File: config.mk
export PLATFORM = sky130hd
export DESIGN_NAME = cordic_master
export DESIGN_NICKNAME = d
export VERILOG_FILES = /design/src/rtl/cordic_pkg.sv /design/src/rtl/cordic_dir_pick.sv /design/src/rtl/cordic_microrot.sv /design/src/rtl/cordic_master.sv
export SDC_FILE = /design/constraint.sdc
export NUM_CORES = 1
export LEC_CHECK = 0
export ABC_AREA = 1
export BUFFER_PORTS_ARGS = -buffer_cell sky130_fd_sc_hd__buf_2
export CORE_UTILIZATION = 50
export CTS_CLUSTER_SIZE = 14
export DETAILED_ROUTE_END_ITERATION = 8
export PLACE_DENSITY = 0.71
export SETUP_SLACK_MARGIN = 0.5
export SYNTH_ARGS = -nofsm -noshare
export SYNTH_HDL_FRONTEND = slang
export SYNTH_SLANG_ARGS = --single-unit
File: constraint.sdc
create_clock -name clk -period 5.98 [get_ports clk]
set_input_delay 1.495 -clock clk [delete_from_list [all_inputs] [get_ports clk]]
set_output_delay 1.495 -clock clk [all_outputs]
set_load 0.01 [all_outputs]
File: src/rtl/cordic_pkg.sv
package cordic_pkg;

    typedef enum logic [1:0] {
        ST_IDLE = 2'd0,
        ST_RUN  = 2'd1,
        ST_FIN  = 2'd2
    } ctl_state_t;

    localparam logic [1:0] OP_CIRC_VEC = 2'b00;
    localparam logic [1:0] OP_CIRC_ROT = 2'b01;
    localparam logic [1:0] OP_HYP_VEC  = 2'b10;

    // Hyperbolic index: starts at 1, indices 4 and 13 are visited twice.
    function automatic int hyp_shift(input int i);
        return i + 1 - ((i >= 4) ? 1 : 0) - ((i >= 14) ? 1 : 0);
    endfunction

endpackage

File: src/rtl/cordic_dir_pick.sv
module cordic_dir_pick (
    input  logic rotate,
    input  logic x_sign,
    input  logic y_sign,
    input  logic ext_dir,
    output logic dir
);
    // Vectoring: same signs -> subtract x from y (bit 1) to pull y toward zero.
    always_comb begin
        dir = rotate ? ext_dir : ~(x_sign ^ y_sign);
    end
endmodule

File: src/rtl/cordic_microrot.sv
module cordic_microrot #(
    parameter int W  = 15,
    parameter int SW = 4
) (
    input  logic signed [W-1:0]  x_cur,
    input  logic signed [W-1:0]  y_cur,
    input  logic        [SW-1:0] shamt,
    input  logic                 dir,
    input  logic                 hyp,
    output logic signed [W-1:0]  x_nxt,
    output logic signed [W-1:0]  y_nxt
);
    logic signed [W-1:0] x_sh, y_sh;
    logic                x_sub;

    always_comb begin
        x_sh  = x_cur >>> shamt;
        y_sh  = y_cur >>> shamt;
        // one XOR on the x add/subtract control covers both coordinate systems
        x_sub = ~dir ^ hyp;
        y_nxt = dir   ? (y_cur - x_sh) : (y_cur + x_sh);
        x_nxt = x_sub ? (x_cur - y_sh) : (x_cur + y_sh);
    end
endmodule

File: src/rtl/cordic_master.sv
module cordic_master
    import cordic_pkg::*;
#(
    parameter int W     = 15,
    parameter int ITERS = 10
) (
    input  logic                 clk,
    input  logic                 rst_n,
    input  logic                 start,
    input  logic [1:0]           mode,
    input  logic [W-1:0]         x_in,
    input  logic [W-1:0]         y_in,
    input  logic [ITERS-1:0]     dir_in,
    output logic                 busy,
    output logic                 done,
    output logic                 dir_valid,
    output logic                 dir_bit,
    output logic [ITERS-1:0]     dir_out,
    output logic [W-1:0]         x_out,
    output logic [W-1:0]         y_out
);
    localparam int SW = $clog2(W);
    localparam int CW = (ITERS > 1) ? $clog2(ITERS) : 1;
    localparam logic [CW-1:0] LAST = CW'(ITERS - 1);

    ctl_state_t state_q, state_d;

    logic signed [W-1:0] x_q, y_q, x_nxt, y_nxt;
    logic [ITERS-1:0]    ext_q, dir_acc_q;
    logic [CW-1:0]       iter_q;
    logic                op_rot_q, op_hyp_q;
    logic                step_dir;
    logic [SW-1:0]       shamt;
    logic                accept;

    assign accept = start && (state_q != ST_RUN);

    // state register
    always_ff @(posedge clk or negedge rst_n) begin
        if (!rst_n) state_q <= ST_IDLE;
        else        state_q <= state_d;
    end

    always_comb begin
        state_d = state_q;
        unique case (state_q)
            ST_IDLE: if (start) state_d = ST_RUN;                       // launch
            ST_RUN:  if (iter_q == LAST) state_d = ST_FIN;              // finish / step
            ST_FIN:  state_d = start ? ST_RUN : ST_IDLE;                // relaunch / retire
            default: state_d = ST_IDLE;
        endcase
    end

    always_comb begin
        if (op_hyp_q) shamt = SW'(hyp_shift(int'(iter_q)));
        else          shamt = SW'(iter_q);
    end

    cordic_dir_pick u_pick (
        .rotate  (op_rot_q),
        .x_sign  (x_q[W-1]),
        .y_sign  (y_q[W-1]),
        .ext_dir (ext_q[iter_q]),
        .dir     (step_dir)
    );

    cordic_microrot #(.W(W), .SW(SW)) u_rot (
        .x_cur (x_q),
        .y_cur (y_q),
        .shamt (shamt),
        .dir   (step_dir),
        .hyp   (op_hyp_q),
        .x_nxt (x_nxt),
        .y_nxt (y_nxt)
    );

    // datapath registers
    always_ff @(posedge clk or negedge rst_n) begin
        if (!rst_n) begin
            x_q       <= '0;
            y_q       <= '0;
            ext_q     <= '0;
            dir_acc_q <= '0;
            iter_q    <= '0;
            op_rot_q  <= 1'b0;
            op_hyp_q  <= 1'b0;
        end else if (accept) begin
            x_q       <= x_in;
            y_q       <= y_in;
            ext_q     <= dir_in;
            dir_acc_q <= '0;
            iter_q    <= '0;
            op_rot_q  <= (mode == OP_CIRC_ROT);
            op_hyp_q  <= mode[1];
        end else if (state_q == ST_RUN) begin
            x_q               <= x_nxt;
            y_q               <= y_nxt;
            dir_acc_q[iter_q] <= step_dir;
            iter_q            <= iter_q + 1'b1;
        end
    end

    // outputs
    always_comb begin
        busy      = (state_q == ST_RUN);
        done      = (state_q == ST_FIN);
        dir_valid = busy && !op_rot_q;
        dir_bit   = busy && step_dir;
        dir_out   = dir_acc_q;
        x_out     = x_q;
        y_out     = y_q;
    end
endmodule

== Yosys cells after proc, flatten, opt, wreduce, memory -nomap -nowiden ==
Index checks and enable logic that the tools add are counted.

* Bitwise logic cells: 4
* $add $sub $neg: 8
* $lt $le $gt $ge: 4
* Shift-type cells: 2
* Reductions and logical operators: 8
* Equality and inequality tests: 7
* Muxes and demuxes: 23

{| class="wikitable"
|+ Operators with widths
! operator !! number
|-
| $mux W15 || 6
|-
| $add A15 B15 Y15 || 2
|-
| $sshr A15 B4 Y15 || 2
|-
| $sub A15 B15 Y15 || 2
|-
| $mux W10 || 2
|-
| $mux W4 || 3
|-
| $bwmux W10 || 1
|-
| $add A4 B1 Y4 const B || 2
|-
| $mux W1 || 6
|-
| $pmux W2 S3 || 1
|-
| $lt A4 B5 Y1 const B || 1
|-
| $bmux W1 S4 || 1
|-
| $demux W1 S4 || 1
|-
| $eq A2 B1 Y1 const B || 2
|-
| $eq A4 B4 Y1 const B || 1
|-
| $ge A4 B1 Y1 const B || 1
|-
| $ge A4 B3 Y1 const B || 1
|-
| $ge A4 B4 Y1 const B || 1
|-
| $logic_and A1 B1 Y1 || 4
|-
| $mux W2 || 2
|-
| $ne A2 B1 Y1 const B || 2
|-
| $sub A4 B1 Y4 || 1
|-
| $sub A4 B2 Y4 || 1
|-
| $eq A2 B2 Y1 const B || 1
|-
| 7 further kinds || 9
|}

* Output and inout port bits: 44
* Flip-flop bits (word level): 58
* Input port bits: 45
* Logic and storage cells: 64

== Longest topological paths before layout ==
* Depth after elaboration: 10
* Depth in mapped cells: 38
* Mapped depth without buffers: 35

== By module ==
A second synthesis with hierarchy kept.

* Cell total of the unflattened synthesis: 954
* Area, all modules: 6213.5 um^2

{| class="wikitable"
|+ By module, submodules not included
! module !! area each (um^2) !! instances !! cells an instance !! seq. area each (um^2)
|-
| cordic_microrot || 3364.5 || 1 || 605 || 0.0
|-
| cordic_master || 2817.7 || 1 || 341 || 1451.4
|-
| cordic_dir_pick || 31.3 || 1 || 8 || 0.0
|}

== Worst setup path after synthesis ==
Ideal clock, no wire load.

* Path kind: register -> register
* Start: register iter_q[3]
* End: register y_q[12] (netlist: y_out[12])
* Library setup time: 0.083 ns
* Path buffers: 4
* Data arrival time: 4.915 ns
* Required time: 5.897 ns
* Clock period less this slack: 4.998 ns
* Slack: 0.982 ns
* Stages on the path, launching flop included: 35
* Cells stage by stage: dfrtp_1 buf_2 inv_2 clkbuf_1 nor3_1 ha_1 ha_1 inv_1 ha_1 inv_1 nand2_1 nand3_1 nand2_1 nand2_2 inv_2 buf_4 buf_4 nand2_1 nand2_1 o21ai_2 inv_1 ha_1 o21ai_0 inv_1 fa_1 nand3b_1 nand2_1 inv_1 o21a_1 o21ai_0 a21oi_1 o21ai_0 xor2_1 nor2_1 o22ai_1

* Cells in the longest elaborated chain, start to end: 10
* Elaborated cells between the ends (all ways): 17
* Those cells by class: add/sub: 5; order compare: 2; shift: 1; mux: 9

{| class="wikitable"
|+ RTL lines
! element !! RTL line !! text
|-
| start, declared || cordic_master.sv:30 || <nowiki>logic [CW-1:0] iter_q;</nowiki>
|-
| start signal, assigned || cordic_master.sv:99 || <nowiki>iter_q <= iter_q + 1'b1;</nowiki>
|-
| $ge A4 B3 Y1 || cordic_pkg.sv:15 || <nowiki>return i + 1 - ((i >= 4) ? 1 : 0) - ((i >= 14) ? 1 : 0);</nowiki>
|-
| $mux W1 || cordic_pkg.sv:15 ||
|-
| $sub A4 B1 Y4 || cordic_pkg.sv:15 ||
|-
| $sub A4 B2 Y4 || cordic_pkg.sv:15 ||
|-
| $mux W4 || cordic_master.sv:55 || <nowiki>if (op_hyp_q) shamt = SW'(hyp_shift(int'(iter_q)));</nowiki>
|-
| $sshr A15 B4 Y15 || cordic_microrot.sv:17 || <nowiki>x_sh = x_cur >>> shamt;</nowiki>
|-
| $add A15 B15 Y15 / $sub A15 B15 Y15 (equally long branches) || cordic_microrot.sv:21 || <nowiki>y_nxt = dir ? (y_cur - x_sh) : (y_cur + x_sh);</nowiki>
|-
| $mux W15 * || cordic_microrot.sv:21 ||
|-
| $mux W15 * || cordic_master.sv:95 || <nowiki>end else if (state_q == ST_RUN) begin</nowiki>
|-
| $mux W15 * || cordic_master.sv:87 || <nowiki>end else if (accept) begin</nowiki>
|-
| end signal, assigned || cordic_master.sv:89 || <nowiki>y_q <= y_in;</nowiki>
|-
| end signal, assigned || cordic_master.sv:97 || <nowiki>y_q <= y_nxt;</nowiki>
|-
| end, declared || cordic_master.sv:28 || <nowiki>logic signed [W-1:0] x_q, y_q, x_nxt, y_nxt;</nowiki>
|}

Every way passes the cells marked *; elsewhere a longest branch is shown, timed or not. The select of a mux whose other input is x is not followed.
A chain may end at the register's enable or synchronous reset.

== Worst setup path in the final report ==
* Start: register iter_q[2]
* End: register y_q[13] (netlist: y_out[13])

The elaborated chain is that of the path after synthesis.

==> metrics.md <==
| Metric | Value |
|---|---|
| I/O pin count | 89 |
| Required time of the critical path | 6.15 ns |
| Arrival time at the worst endpoint | 5.27 ns |
| Post-DP HPWL | 14300 µm |
| CP endpoint kind | flop |
| Clock Skews | 0.00840 ns |
| Cell Rows | 40 |
| Global-route wire length before repair | 30800 µm |
| Synth area leaders | dfrtp_1 (23%), nand2_1 (17%), nand3_1 (11%) |
| Sequential cell area fraction in the yosys report | 0.234 |
| MaxCap Viol Count | 0 |
| Status | completed |
| Ant diodes | 0 |
| Highest-delay cell along the critical path | dfrtp_1 |
| CP max stage delay | 0.46 ns |
| Crit path time final | 5.10 ns |
| Worst Slack Setup Final | 0.882 ns |
| H-tree depth | 3 |
| Final Hold Viols | 0 |
| Fin Setup TNS | 0 ns |
| Fmax | 0.196 GHz |
| Final Cycle Share | 0.853 |
| Port bufs | 88 |
| Fill cells | 1188 |
| Worst skew pair latency | 0.34 ns |
| Layout cell share with drive strength beyond 1 | 0.170 |
| DRC viols | 0 |
| Post-synth EDFFs | 0 |
| Most frequent cells after synthesis | nand2_1 (277), nand3_1 (134), inv_1 (71) |
| Setup Slack @ Placement | 0.466 ns |
| Vias | 6781 |
| Area of the mapped netlist | 6210 µm² |
| Worst-path fanout max | 8 |
| Die area | 12900 µm² |
| Routed WL | 19300 µm |
| WL per Instance | 16.0 µm |
| Setup violations, final | 0 |
| R2r setup slk | 0.88 ns |
| CTS buffer count | 9 |
| FF+latch area | 1450 µm² |
| Clock Sinks | 58 |
| Cell accounting for the most synthesized area | dfrtp_1 |
| Root Buffer | clkbuf_16 |
| Fin Hold WS | 0.468 ns |
| DR iter-0 viols | 579 |
| Slew @ Worst Pin | 1.02 ns |
| Die Wd | 113 µm |
| TritonCTS clock tree | built |
| Core Area | 12100 µm² |
| RSZ-0062 raised after global routing | true |
| Area Growth Syn to Fin | 15.1% |
| Initial antenna violation count | 0 |
| DRT Pass-1 Iters | 6 |
| Top cell type's share of synthesized area | 0.234 |
| Post-Syn Nets | 1049 |
| GP Congestion | 0.946 |
| Largest net degree at the start of global routing | 59 |
| Clk slew on worst S/H paths | 0.06 ns |
| Syn_area_per_cell | 6.44 µm² |
| Die Ht | 113 µm |
| Total gr overflow | 0 |
| Post-CTS Hold Buffers | 0 |
| Top_reg_cell synth | dfrtp_1 |
| Final Max Tran Viols | 0 |
| Nets | 1119 |
| Final ANT Viol Nets | 0 |
| Synth warn | 0 |
| Worst slew margin | 0.318 |
| Crit Path Category | reg2reg |
| Vias in the first global route | 6105 |
| Setup crit start kind | flop |
| Drt via density | 5.62 |
| Tot GR Track Use | 0.306 |
| Synth Instances | 964 |
| Synth async-reset ratio | 1.00 |
| Most frequent cell after synthesis | nand2_1 |
| Area occupied by multi-input gates | 4260 µm² |
| Netlist cell types | 42 |
| Min-delay worst type | reg2reg |
| Starting density of the core | 0.515 |
| Longest Clk Path Bufs | 2 |
| Yosys reg bits | 58 |
[final cells by class]
cell class | count | share of cell area
repair buffers | 102 | 0.0789
multi-input cells | 782 | 0.595
inverters | 81 | 0.0439
well taps | 168 | 0.0294
flip-flops and latches | 58 | 0.203
clock inverters | 7 | 0.0175
clock buffers | 9 | 0.0315
[final timing paths]
path / start / to / cells after the start
setup / recovery: iter_q[2] / y_out[13] / 32
hold / removal: ext_q[1] / ext_q[1] / 2
setup reg to reg: iter_q[2] / y_out[13] / 32
hold reg to reg: ext_q[1] / ext_q[1] / 2
max in group asynchronous: rst_n / iter_q[1] / 2
min in group asynchronous: rst_n / y_out[8] / 2
[layout by cell type (no fill, tap or decap), types with 2 or more instances in the layout]
master and n:
dfrtp_1 57, o22ai_1 15, xor2_1 29, nor2_4 3, o211ai_1 6, o21ai_1 6
buf_6 3, nand2_1 277, buf_2 88, a21oi_1 64, nand4_1 5, nand3b_1 8
nand2_4 4, o21ai_0 56, nor3_1 7, ha_1 38, nand3_1 134, nand2_2 18
buf_4 10, nor2_1 63, inv_4 2, xnor2_1 7, a21boi_1 2, clkinv_4 2
fa_1 2, nand3_2 5, nor2_2 4, o221ai_1 5, clkbuf_16 9, o21ai_2 7
a31oi_1 2, o21a_1 4, inv_1 71, bufinv_16 3, inv_6 3, inv_2 6
[through the flow]
| stage | utilization | std cells | instance area, µm² |
|---|---|---|---|
| after global placement | 0.555 | 1189 | 6700 |
| final | 0.593 | 1207 | 7150 |
| after floorplan | - | 964 | 6210 |
| after global routing | 0.593 | 1207 | 7150 |
| after detailed placement | 0.555 | 1189 | 6700 |
| after CTS | 0.585 | 1205 | 7060 |
[routing by layer]
layer | wire length [µm] | GRT usage | vias to the layer above
met5 | 0 | 0 | -
met4 | 419 | 0.102 | 0
met3 | 1270 | 0.0409 | 32
met2 | 8850 | 0.499 | 281
met1 | 8730 | 0.421 | 3101
li1 | - | - | 3367
[flip-flops by register name, summed over array words and instances (netlist names)]
| signal | count |
|---|---|
| state_q | 2 |
| iter_q | 4 |
| op_hyp_q | 1 |
| op_rot_q | 1 |
| y_out | 15 |
| dir_out | 10 |
| x_out | 15 |
| ext_q | 10 |
[critical path: cells and delay by family, from the launching register on]
| kind | cells | cell delay, ns |
|---|---|---|
| xor gates and xnor gates | 1 | 0.15 |
| and+or+nand+nor | 15 | 1.76 |
| buffers and inverters | 7 | 0.65 |
| adders and majority gates | 5 | 1.32 |
| DFF | 1 | 0.46 |
| AOI/OAI and AO/OA | 4 | 0.59 |
[repair_timing]
action                     in CTS  in global routing
pin swaps                       0                  3
gates resized for setup         2                 26
buffers inserted                0                  1
gates cloned                    0                  1
setup endpoints to repair       2                 14
[cell families after synthesis]
group / count (synthesis) / synth area share
compound gates: 172 / 0.159
xor+xnor: 36 / 0.0508
fa+ha+maj: 40 / 0.0830
buf+inv: 125 / 0.0919
flops: 58 / 0.234
simple gates: 533 / 0.381
Power is not shown: default switching activity piles up to over one toggle a cycle in this logic, so the estimate is an artifact.
